===== config.mk =====
export PLATFORM = sky130hd
export DESIGN_NAME = rst_wdt_ctrl
export DESIGN_NICKNAME = d
export VERILOG_FILES = /design/src/rtl/rwd_pkg.sv /design/src/rtl/rst_pin_qual.sv /design/src/rtl/wdt_core.sv /design/src/rtl/rst_stretch.sv /design/src/rtl/rst_wdt_ctrl.sv
export SDC_FILE = /design/constraint.sdc
export NUM_CORES = 1
export LEC_CHECK = 0
export ABC_CLOCK_PERIOD_IN_PS = 1870
export BUFFER_PORTS_ARGS = -buffer_cell sky130_fd_sc_hd__buf_2
export CAP_MARGIN = 20
export CORE_ASPECT_RATIO = 0.8
export CORE_MARGIN = 1
export CORE_UTILIZATION = 55
export CTS_CLUSTER_SIZE = 30
export DETAILED_ROUTE_END_ITERATION = 6
export PLACE_DENSITY = 0.78
export SLEW_MARGIN = 20
export SYNTH_ARGS = -nofsm -noshare
export SYNTH_HDL_FRONTEND = slang
export SYNTH_SLANG_ARGS = --single-unit

===== constraint.sdc =====
create_clock -name clk_i -period 1.87 [get_ports clk_i]
set_input_delay 0.2805 -clock clk_i [delete_from_list [all_inputs] [get_ports clk_i]]
set_output_delay 0.2805 -clock clk_i [all_outputs]
set_load 0.02 [all_outputs]

===== src/rtl/rwd_pkg.sv =====
package rwd_pkg;
  typedef enum logic {
    KEY_IDLE  = 1'b0,
    KEY_ARMED = 1'b1
  } key_st_e;
endpackage


===== src/rtl/rst_pin_qual.sv =====
module rst_pin_qual #(
  parameter int QUAL_LEN = 24
) (
  input  logic clk_i,
  input  logic rst_ni,
  input  logic pin_i,
  output logic qual_o
);
  localparam int CW = $clog2(QUAL_LEN + 1);

  logic [CW-1:0] cnt_q;

  always_ff @(posedge clk_i or negedge rst_ni) begin
    if (!rst_ni)                      cnt_q <= '0;
    else if (!pin_i)                  cnt_q <= '0;
    else if (cnt_q != CW'(QUAL_LEN))  cnt_q <= cnt_q + 1'b1;
  end

  assign qual_o = (cnt_q == CW'(QUAL_LEN));
endmodule


===== src/rtl/wdt_core.sv =====
module wdt_core
  import rwd_pkg::*;
#(
  parameter int                CNT_W     = 14,
  parameter int                ADDR_W    = 8,
  parameter int                DATA_W    = 8,
  parameter logic [ADDR_W-1:0] KICK_ADDR = 8'hA6,
  parameter logic [DATA_W-1:0] KEY_ARM   = 8'h1E,
  parameter logic [DATA_W-1:0] KEY_FIRE  = 8'hE1
) (
  input  logic              clk_i,
  input  logic              rst_ni,
  input  logic              hold_i,
  input  logic              we_i,
  input  logic [ADDR_W-1:0] addr_i,
  input  logic [DATA_W-1:0] wdata_i,
  output logic              tmo_o
);
  logic [CNT_W-1:0] cnt_q;
  key_st_e          st_q;
  logic             hit, kick;

  assign hit   = we_i && (addr_i == KICK_ADDR) && !hold_i;
  assign kick  = hit && (st_q == KEY_ARMED) && (wdata_i == KEY_FIRE);
  // a restart on the last count wins over the timeout
  assign tmo_o = !hold_i && !kick && (&cnt_q);

  always_ff @(posedge clk_i or negedge rst_ni) begin
    if (!rst_ni)     st_q <= KEY_IDLE;
    else if (hold_i) st_q <= KEY_IDLE;
    else if (hit)    st_q <= (wdata_i == KEY_ARM) ? KEY_ARMED : KEY_IDLE;
  end

  always_ff @(posedge clk_i or negedge rst_ni) begin
    if (!rst_ni)                     cnt_q <= '0;
    else if (hold_i || kick || tmo_o) cnt_q <= '0;
    else                             cnt_q <= cnt_q + 1'b1;
  end
endmodule


===== src/rtl/rst_stretch.sv =====
module rst_stretch #(
  parameter int LEN = 96
) (
  input  logic clk_i,
  input  logic rst_ni,
  input  logic start_i,
  output logic active_o
);
  localparam int CW = $clog2(LEN + 1);

  logic [CW-1:0] cnt_q;

  always_ff @(posedge clk_i or negedge rst_ni) begin
    if (!rst_ni)          cnt_q <= '0;
    else if (start_i)     cnt_q <= CW'(LEN);
    else if (cnt_q != '0) cnt_q <= cnt_q - 1'b1;
  end

  assign active_o = (cnt_q != '0);
endmodule


===== src/rtl/rst_wdt_ctrl.sv =====
module rst_wdt_ctrl #(
  parameter int                OSC_PER_MC = 12,
  parameter int                QUAL_MC    = 2,
  parameter int                WDT_W      = 14,
  parameter int                DRIVE_CYC  = 96,
  parameter int                ADDR_W     = 8,
  parameter int                DATA_W     = 8,
  parameter logic [ADDR_W-1:0] KICK_ADDR  = 8'hA6,
  parameter logic [DATA_W-1:0] KEY_ARM    = 8'h1E,
  parameter logic [DATA_W-1:0] KEY_FIRE   = 8'hE1
) (
  input  logic              clk_i,
  input  logic              rst_ni,
  input  logic              rst_pin_i,
  input  logic              reg_we_i,
  input  logic [ADDR_W-1:0] reg_addr_i,
  input  logic [DATA_W-1:0] reg_wdata_i,
  input  logic              drv_dis_i,
  output logic              sys_rst_o,
  output logic              pin_drive_o
);
  localparam int QUAL_LEN = OSC_PER_MC * QUAL_MC;

  logic pin_rst, wdt_rst, wdt_tmo;

  rst_pin_qual #(.QUAL_LEN(QUAL_LEN)) u_qual (
    .clk_i  (clk_i),
    .rst_ni (rst_ni),
    .pin_i  (rst_pin_i),
    .qual_o (pin_rst)
  );

  wdt_core #(
    .CNT_W    (WDT_W),
    .ADDR_W   (ADDR_W),
    .DATA_W   (DATA_W),
    .KICK_ADDR(KICK_ADDR),
    .KEY_ARM  (KEY_ARM),
    .KEY_FIRE (KEY_FIRE)
  ) u_wdt (
    .clk_i  (clk_i),
    .rst_ni (rst_ni),
    .hold_i (sys_rst_o),
    .we_i   (reg_we_i),
    .addr_i (reg_addr_i),
    .wdata_i(reg_wdata_i),
    .tmo_o  (wdt_tmo)
  );

  rst_stretch #(.LEN(DRIVE_CYC)) u_str (
    .clk_i   (clk_i),
    .rst_ni  (rst_ni),
    .start_i (wdt_tmo),
    .active_o(wdt_rst)
  );

  assign sys_rst_o   = pin_rst | wdt_rst;
  assign pin_drive_o = wdt_rst & ~drv_dis_i;
endmodule


# Word level (Yosys, flattened, before mapping)
# Cells that the tools add are included.
# Widths: inputs -> output; s select.
dict set report classes {
  n_addsub 3
  n_bitwise 3
  n_mux 8
  eq_ne 6
  reduce_logical 14
}
# cell count
set op_table {}
lappend op_table {{$eq 8x8->1 const B} 2}
lappend op_table {{$add 14x1->14 const B} 1}
lappend op_table {{$mux 14} 1}
lappend op_table {{$mux 7} 2}
lappend op_table {{$reduce_and 14->1} 1}
lappend op_table {{$mux 5} 2}
lappend op_table {{$eq 8x5->1 const B} 1}
lappend op_table {{$reduce_bool 7->1} 1}
lappend op_table {{$sub 7x1->7 const B} 1}
lappend op_table {{$logic_and 1x1->1} 6}
lappend op_table {{$add 5x1->5 const B} 1}
lappend op_table {{$eq 5x5->1 const B} 1}
lappend op_table {{$ne 5x5->1 const B} 1}
lappend op_table {{$reduce_bool 2->1} 2}
lappend op_table {{$mux 1} 3}
lappend op_table {{$logic_not 1->1} 2}
lappend op_table {{$logic_or 1x1->1} 2}
lappend op_table {{$ne 2x1->1 const B} 1}
lappend op_table {{$and 1x1->1} 1}
lappend op_table {{$not 1->1} 1}
lappend op_table {{$or 1x1->1} 1}
dict set report word_totals {
  out_inout_bits 2
  input_bits 21
  word_cells 38
  reg_bits 27
}

# Logic depth before layout (Yosys ltp)
# Gate-level depths: netlist of run 1.
dict set report logic_depth {
  word_depth 11
  depth_mapped 7
  mapped_depth_nobuf 6
}

# Modules after synthesis
# Synthesis of run 1 repeated with hierarchy kept, for this count alone.
dict set report hier_totals {
  hier_cells 145
  hier_area_um2 1511.4
}
# module seq_area_each_um2 area_each_um2 cells_per_inst n_inst
set by_module_without_submodules {}
lappend by_module_without_submodules {wdt_core 375.4 827.0 81 1}
lappend by_module_without_submodules {rst_stretch 175.2 384.1 35 1}
lappend by_module_without_submodules {rst_pin_qual 125.1 287.8 27 1}
lappend by_module_without_submodules {rst_wdt_ctrl 0.0 12.5 2 1}

# Least setup slack after synthesis of run 1
# OpenSTA, ideal clock, no wires.
dict set report synth_timing {
  kind {register to register}
  startpoint {register u_wdt.cnt_q[0]}
  endpoint {register u_wdt.cnt_q[11]}
  path_buffers 1
  slack_ns 0.178
  t_required_ns 1.751
  stages_incl_launch_ff 7
  t_arrival_ns 1.573
  synth_period_minus_slack_ns 1.692
  setup_ns 0.119
  cell_sequence {dfrtp_1 ha_1 nand4_1 or4_1 o2111ai_2 buf_6 nor2_1}
}
dict set report synth_via {
  elab_chain_len 4
  word_cells_on_any_way 5
  classes_between {add/sub (1); mux (1); reduce/logical (3)}
}
# element line_no
set synth_lines {}
lappend synth_lines {{start, declared} wdt_core.sv:19} ;# logic [CNT_W-1:0] cnt_q;
lappend synth_lines {{start signal, assigned} wdt_core.sv:37} ;# else cnt_q <= cnt_q + 1'b1;
lappend synth_lines {{branches (longest 3 deep; another with $add 14x1->14)} --}
lappend synth_lines {{$mux 14 *} wdt_core.sv:36} ;# else if (hold_i || kick || tmo_o) cnt_q <= '0;
# Mark *: on every way between the ends.
# A chain may end at the register's enable or synchronous reset.

# Final worst setup path of run 1
dict set report layout_timing {
  startpoint {register u_str.cnt_q[2]}
  endpoint {output sys_rst_o}
}
dict set report layout_via {
  elab_chain_len 2
}
# element line_no
set layout_lines {}
lappend layout_lines {{start, declared} rst_stretch.sv:11} ;# logic [CW-1:0] cnt_q;
lappend layout_lines {{start signal, assigned} rst_stretch.sv:15} ;# else if (start_i) cnt_q <= CW'(LEN);
lappend layout_lines {{start signal, assigned} rst_stretch.sv:16} ;# else if (cnt_q != '0) cnt_q <= cnt_q - 1'b1;
lappend layout_lines {{$reduce_bool 7->1} rst_stretch.sv:19} ;# assign active_o = (cnt_q != '0);
lappend layout_lines {{$or 1x1->1} rst_wdt_ctrl.sv:57} ;# assign sys_rst_o = pin_rst | wdt_rst;
lappend layout_lines {{end, declared} rst_wdt_ctrl.sv:19} ;# output logic sys_rst_o,
# Every way passes these cells.

==> metrics, run 1 <==
vias after detailed routing roughly 1200; cell area after synthesis 1470 um2; Clock transition at path regs 0.14 ns; Core ar. 2480 um2; hpwl dp 2310 um; final period utilization 1.03; Row Count 16; Total GRT Usage 0.250; ys async rst share 1.00; # nets final 207; vias in the first global route 1196; drt first-iter violations 31; share of the synthesized area in the top cell type 0.460; count leader, synth dfrtp_1; main flop type after synthesis dfrtp_1; Max Cap Viol 0; fillers 200; unrepaired setup endpoints after global routing yes; largest net degree at the start of global routing 28; Die W roughly 60 um; Fin. Hold Viols 0; antenna cell count 0; Clk Latency, worst-skew pair ~0.33 ns; Synth Warn # 0; CTS root buf clkbuf_4; cell taking the most area after synthesis dfrtp_1; TritonCTS buffer count 3; Final WS setup -0.0617 ns; Slew Viols, Final 0; grt ovf 0; initial antenna violation count 0; final cell area excluding filler cells 1770 um2; drt wl/cell roughly 15 um; worst-path maximum fanout 3; worst-path cell chain or4_4 -> nor2_8 -> nand2_2 -> buf_6; post-DR vias/cell 5.54; final setup vio count 2; first-pass GRT wire length between 5000 and 6000 um; failing checks negative setup slack; Pwr Density 518 nW/um2; CTS H-tree depth 1; max incr delay on CP 0.59 ns; CP Launch Type flop; Routed Antenna Nets 0; Worst setup EP type output pin; Synth-to-Final Area Change 20.2%; fmax 518 MHz; Synthesized Nets 168; Die Y 48.2 um; Syn Inst Count 142; number of flops mapped to enable cells by yosys 0; placed insts 203; CP Data Required Time 1.59 ns; Port Buffers 22; Post-Route WL 3330 um; die area 2880 um2; Worst Skew between 0.0015 and 0.002 ns; Placer Congestion 0.748; router iterations before antenna repair 4; share of layout cells above drive strength 1 0.278; Crit Path Category reg2out; Residual DRC 0; Worst Tran Pin Value 0.613 ns; maximum VDD drop 0.542 mV; WHS 0.223 ns; slowest cell on the critical path or4_4; Leak 0.772 nW; status complete, but fails checks; FF+latch count, synth 27; Post-synth top cells dfrtp_1 (27), nor2_1 (17), xnor2_1 (13), inv_1 (9), nand3_1 (9); CTS tree done; average size of a mapped cell approximately 10 um2; Synth cell types 36; top cells by area, synth dfrtp_1 (46%), xnor2_1 (7.8%), nor2_1 (4.3%); post-synthesis sequential area ratio 0.460; min-delay worst type in2reg; # IOs 23; placed cell areas 1640 um2; Num Clock Sinks 27; Clock Path Buffers 2; Final min period 1.93 ns; Slew HR 0.591; Starting Density 0.592; fin cells about 220; WP data arrival 1.65 ns
[metal layers]
layer,GRT usage,wire length [um],up-vias
li1,-,-,574
met1,0.301,1480,589
met2,0.462,1660,29
met3,0.0584,163,4
met4,0.0651,31,0
met5,0,0,-
[critical path: cells and delay by family, from the launching register on]
kind	cells	cell delay (ns)
flip-flops	1	0.41
buffers and inverters	1	0.14
AND/OR/NAND/NOR	3	0.78
[power by group]
group / internal (W) / leakage [nW] / switching, W
Sequential: 0.000589 / 0.349 / 0.00000586
Combinational: 0.0000307 / 0.408 / 0.0000321
Clock: 0.0000837 / 0.0150 / 0.000172
[cells by family after synthesis]
group / count (synthesis) / share of synthesized area
compound gates: 7 / 0.0392
simple gates: 72 / 0.302
xor+xnor: 20 / 0.119
fa+ha+maj: 5 / 0.0426
buf+inv: 10 / 0.0307
flops: 27 / 0.460
mux: 1 / 0.00681
[path summary, 6_finish.rpt]
kind / cells past startpoint / slack (ns) / endpoint / start
max in group asynchronous: 2 / 0.97 / u_wdt.cnt_q[11] / rst_ni
worst max-delay path: 4 / -0.06 / sys_rst_o / u_str.cnt_q[2]
worst min register to register: 1 / 0.52 / u_str.cnt_q[4] / u_str.cnt_q[4]
min in group asynchronous: 2 / 0.50 / u_wdt.st_q / rst_ni
worst min-delay path: 2 / 0.22 / u_qual.cnt_q[0] / rst_pin_i
worst max register to register: 5 / 0.07 / u_str.cnt_q[0] / u_str.cnt_q[2]
[area by class of cell]
type / instances / area, um2 / area share
sequential: 27 / 676 / 0.383
inverter: 9 / 33.8 / 0.0191
tap: 36 / 45.0 / 0.0255
clock buffer: 4 / 26.3 / 0.0149
timing repair buffer: 35 / 219 / 0.124
multi-input combinational: 105 / 766 / 0.434
[cell usage in the layout (no fill, tap or decap), drive strengths merged, types with 2 or more instances in the layout]
master,netlist,final
clkbuf,0,4
or4,3,3
buf,1,34
nor4,3,3
nand3,9,9
nand4b,2,2
xnor2,13,13
nor2,18,18
ha,5,5
and2,4,4
nand4,7,7
a21oi,2,2
inv,9,9
nand2,8,8
o2111ai,3,3
dfrtp,27,27
nor3b,2,2
nor3,6,6
xor2,7,7
[per-stage QoR]
step / setup slack, ns / util / TNS (ns) / power (W)
final: -0.0617 / 0.711 / -0.122 / 0.000914
after global routing: -0.122 / 0.711 / -0.418 / 0.000950
after CTS: -0.0623 / 0.696 / -0.120 / 0.000919
after detailed placement: 0.112 / 0.662 / 0 / 0.000666
after global placement: 0.187 / 0.662 / 0 / 0.000661
after floorplan: 0.178 / - / 0 / 0.000625
[flip-flops by register name (all words and copies together), names as in the netlist]
register and count:
u_qual.cnt_q 5, u_wdt.cnt_q 14, u_str.cnt_q 7, u_wdt.st_q 1
[timing repair]
item	4_1_cts	5_1_grt
hold endpoints to repair	27	0
setup buffers	5	3
hold buffers	1	0
resized for setup	4	5
endpoints found under the setup margin	2	15
pin swaps	2	1
(Power assumes the default switching activity.)
==> run 2, diff against run 1 <==
Settings changed: CORE_UTILIZATION 55 to 58, CTS_BUF_LIST from default to sky130_fd_sc_hd__clkbuf_4 sky130_fd_sc_hd__clkbuf_8, PLACE_DENSITY 0.78 to 0.81, SLEW_MARGIN 20 to 0.
==> run 2 against run 1 <==
Net effect:
- the run still ends with negative setup slack left
- sequential cell count unchanged
- sequential share of layout area fell by 0.54 points
- power is 1.0% higher
- cell count fell by 0.46%
- routed wire length decreased by 4.4%
- critical path depth stayed put
- register-to-register slack improved by 0.03 ns
- clock-buffer cell count shrank 1
- via count is 2.0% lower
- setup slack got worse by 0.0032 ns
- highest routed layer unchanged
- first-iteration DRC count rose by 13%
- worst hold slack worse by 0.041 ns
==> metrics, run 2 (synthesis gave the netlist of run 1 again) <==
hold_sp rst_pin_i; Clock transition at path regs 0.16 ns (+0.02 ns); worst hold endpoint u_qual.cnt_q[4]; Die W 58.3 um (-2.5%); Biggest register u_wdt.cnt_q; post-DR vias/cell 5.45 (-1.6%); vias after detailed routing 1172 (-2.0%); Fin. Hold Viols 0 (unchanged); most common cell after layout, fill and taps aside dfrtp_1; Worst setup EP type output pin; Clk Latency, worst-skew pair 0.35 ns (+0.02 ns); Residual DRC 0 (unchanged); fmax 517 MHz (-0.16%); # nets final 208 (+0.48%); placed cell areas 1630 um2 (-0.61%); drt wl/cell 14.8 um (-3.9%); top flop regs u_wdt.cnt_q x14, u_str.cnt_q x7, u_qual.cnt_q x5; Crit Reg-Reg Endpoint u_wdt.cnt_q[5]; min-delay worst type in2reg; router iterations before antenna repair 4 (unchanged); setup TNS -0.128 ns (-0.00573 ns); Port Buffers 22 (unchanged); CP Data Required Time 1.59 ns (about the same); max FFs per register 14 (unchanged); Slew HR 0.599 (+0.00790); Placer Congestion 0.806 (+7.7%); TritonCTS buffer count 3 (unchanged); Num Clock Sinks 27 (unchanged); Slew Viols, Final 0 (unchanged); Starting Density 0.647 (+0.0551); Final min period 1.93 ns (+0.00317 ns); reg2reg path depth 5 (unchanged); RR Startpoint u_wdt.cnt_q[0]; CTS tree done; Total GRT Usage 0.261 (+0.0109); fillers 153 (-24%); Synth-to-Final Area Change 21.9%; Worst Tran Pin Value 0.601 ns (-0.0118 ns); drt first-iter violations 35 (+13%); CTS H-tree depth 1 (unchanged); first-pass GRT wire length 5010 um (-2.5%); WHS 0.182 ns (-0.0408 ns); most frequent cells in the layout dfrtp_1 (27), buf_2 (21), nor2_1 (17), xnor2_1 (13), buf_4 (13); WHS Path Cells 2 (unchanged); grt ovf 0 (unchanged); WP data arrival 1.65 ns (about the same); Max Cap Viol 0 (unchanged); # IOs 23 (unchanged); Die Y 47.0 um (-2.5%); status complete, but fails checks; final setup vio count 2 (unchanged); Post-Route WL 3190 um (-4.4%); Worst Skew 0.0192 ns (+0.0177 ns); Final WS setup -0.0649 ns (-0.00317 ns); Leak 0.787 nW (+2.0%); Clock Path Buffers 2 (unchanged); antenna cell count 0 (unchanged); share of layout cells above drive strength 1 0.293 (+0.0150); initial antenna violation count 0 (unchanged); hpwl dp 2250 um (-2.7%); Pwr Density 516 nW/um2 (-0.39%); r2r setup slk 0.10 ns (+0.03 ns); vias in the first global route 1086 (-9.2%); CTS root buf clkbuf_4; final period utilization 1.03 (+0.00170); Crit Path Category reg2out; Routed Antenna Nets 0 (unchanged); CP Launch Type flop; largest net degree at the start of global routing 28 (unchanged); Core ar. 2270 um2 (-8.5%); unrepaired setup endpoints after global routing yes; Row Count 15 (-1); failing checks negative setup slack; Place WS 0.0637 ns (-0.0483 ns); final cell area excluding filler cells 1790 um2 (+1.4%); die area 2740 um2 (-5.0%); worst-path maximum fanout 3 (unchanged); maximum VDD drop 0.460 mV (-15%)
## run 2: cell count changes in the layout (fill, tap and decap cells not counted), sizes merged
cell | previous run | this run
clkbuf | 4 | 3
clkinvlp | 0 | 1
buf | 34 | 35
## run 2: final cells by class
| class | count | area [um2] | share of cell area |
|---|---|---|---|
| Sequential cell | 27 | 676 | 0.377 |
| Timing Repair Buffer | 36 | 224 | 0.125 |
| Clock buffer | 3 | 22.5 | 0.0126 |
| Tap cell | 34 | 42.5 | 0.0238 |
| Clock inverter | 1 | 7.51 | 0.00419 |
| Multi-Input combinational cell | 105 | 785 | 0.438 |
| Inverter | 9 | 33.8 | 0.0189 |
## run 2: worst max-delay path, cell delays in order, from the launching register on
cell and delay, ns:
dfrtp_1 0.41, or4_4 0.59, nor2_8 0.13, nor2_1 0.05, buf_2 0.15
## run 2: timing repair
action	4_1_cts	5_1_grt
hold buffers	1	0
resized for setup	5	6
setup buffers	6	4
hold endpoints to repair	27	0
pin swaps	2	2
setup endpoints to repair	2	13
## run 2: power breakdown
group          leakage (nW)  switching, W  internal, W
Sequential            0.349    0.00000508     0.000589
Clock                0.0139      0.000183    0.0000823
Combinational         0.424     0.0000329    0.0000307
## run 2: worst max-delay path by stage
| stage | startpoint | end | cells after the start |
|---|---|---|---|
| 2_1_floorplan | u_wdt.cnt_q[0] | u_wdt.cnt_q[11] | 6 |
| 3_3_place_gp | u_wdt.cnt_q[0] | u_wdt.cnt_q[4] | 5 |
| 3_5_place_dp | u_wdt.cnt_q[0] | u_wdt.cnt_q[3] | 5 |
| 4_1_cts | u_str.cnt_q[5] | sys_rst_o | 4 |
| 5_1_grt | u_str.cnt_q[2] | pin_drive_o | 4 |
| 6_report | u_str.cnt_q[2] | pin_drive_o | 4 |
## run 2: stage by stage
step           total power (W)  instances  utilization
4_1_cts               0.000929        211        0.764
3_3_place_gp          0.000661        200        0.719
5_1_grt               0.000957        215        0.788
3_5_place_dp          0.000665        200        0.719
6_report              0.000923        215        0.788
2_1_floorplan         0.000625        142            -
## run 2: routing by layer
metal | part of all wire | wire (um) | track usage | up-vias
met5 | 0 | 0 | 0 | -
met3 | 0.050 | 159 | 0.0606 | 13
met1 | 0.46 | 1460 | 0.328 | 544
met4 | 0.041 | 129 | 0.143 | 0
li1 | - | - | - | 575
met2 | 0.45 | 1440 | 0.430 | 40
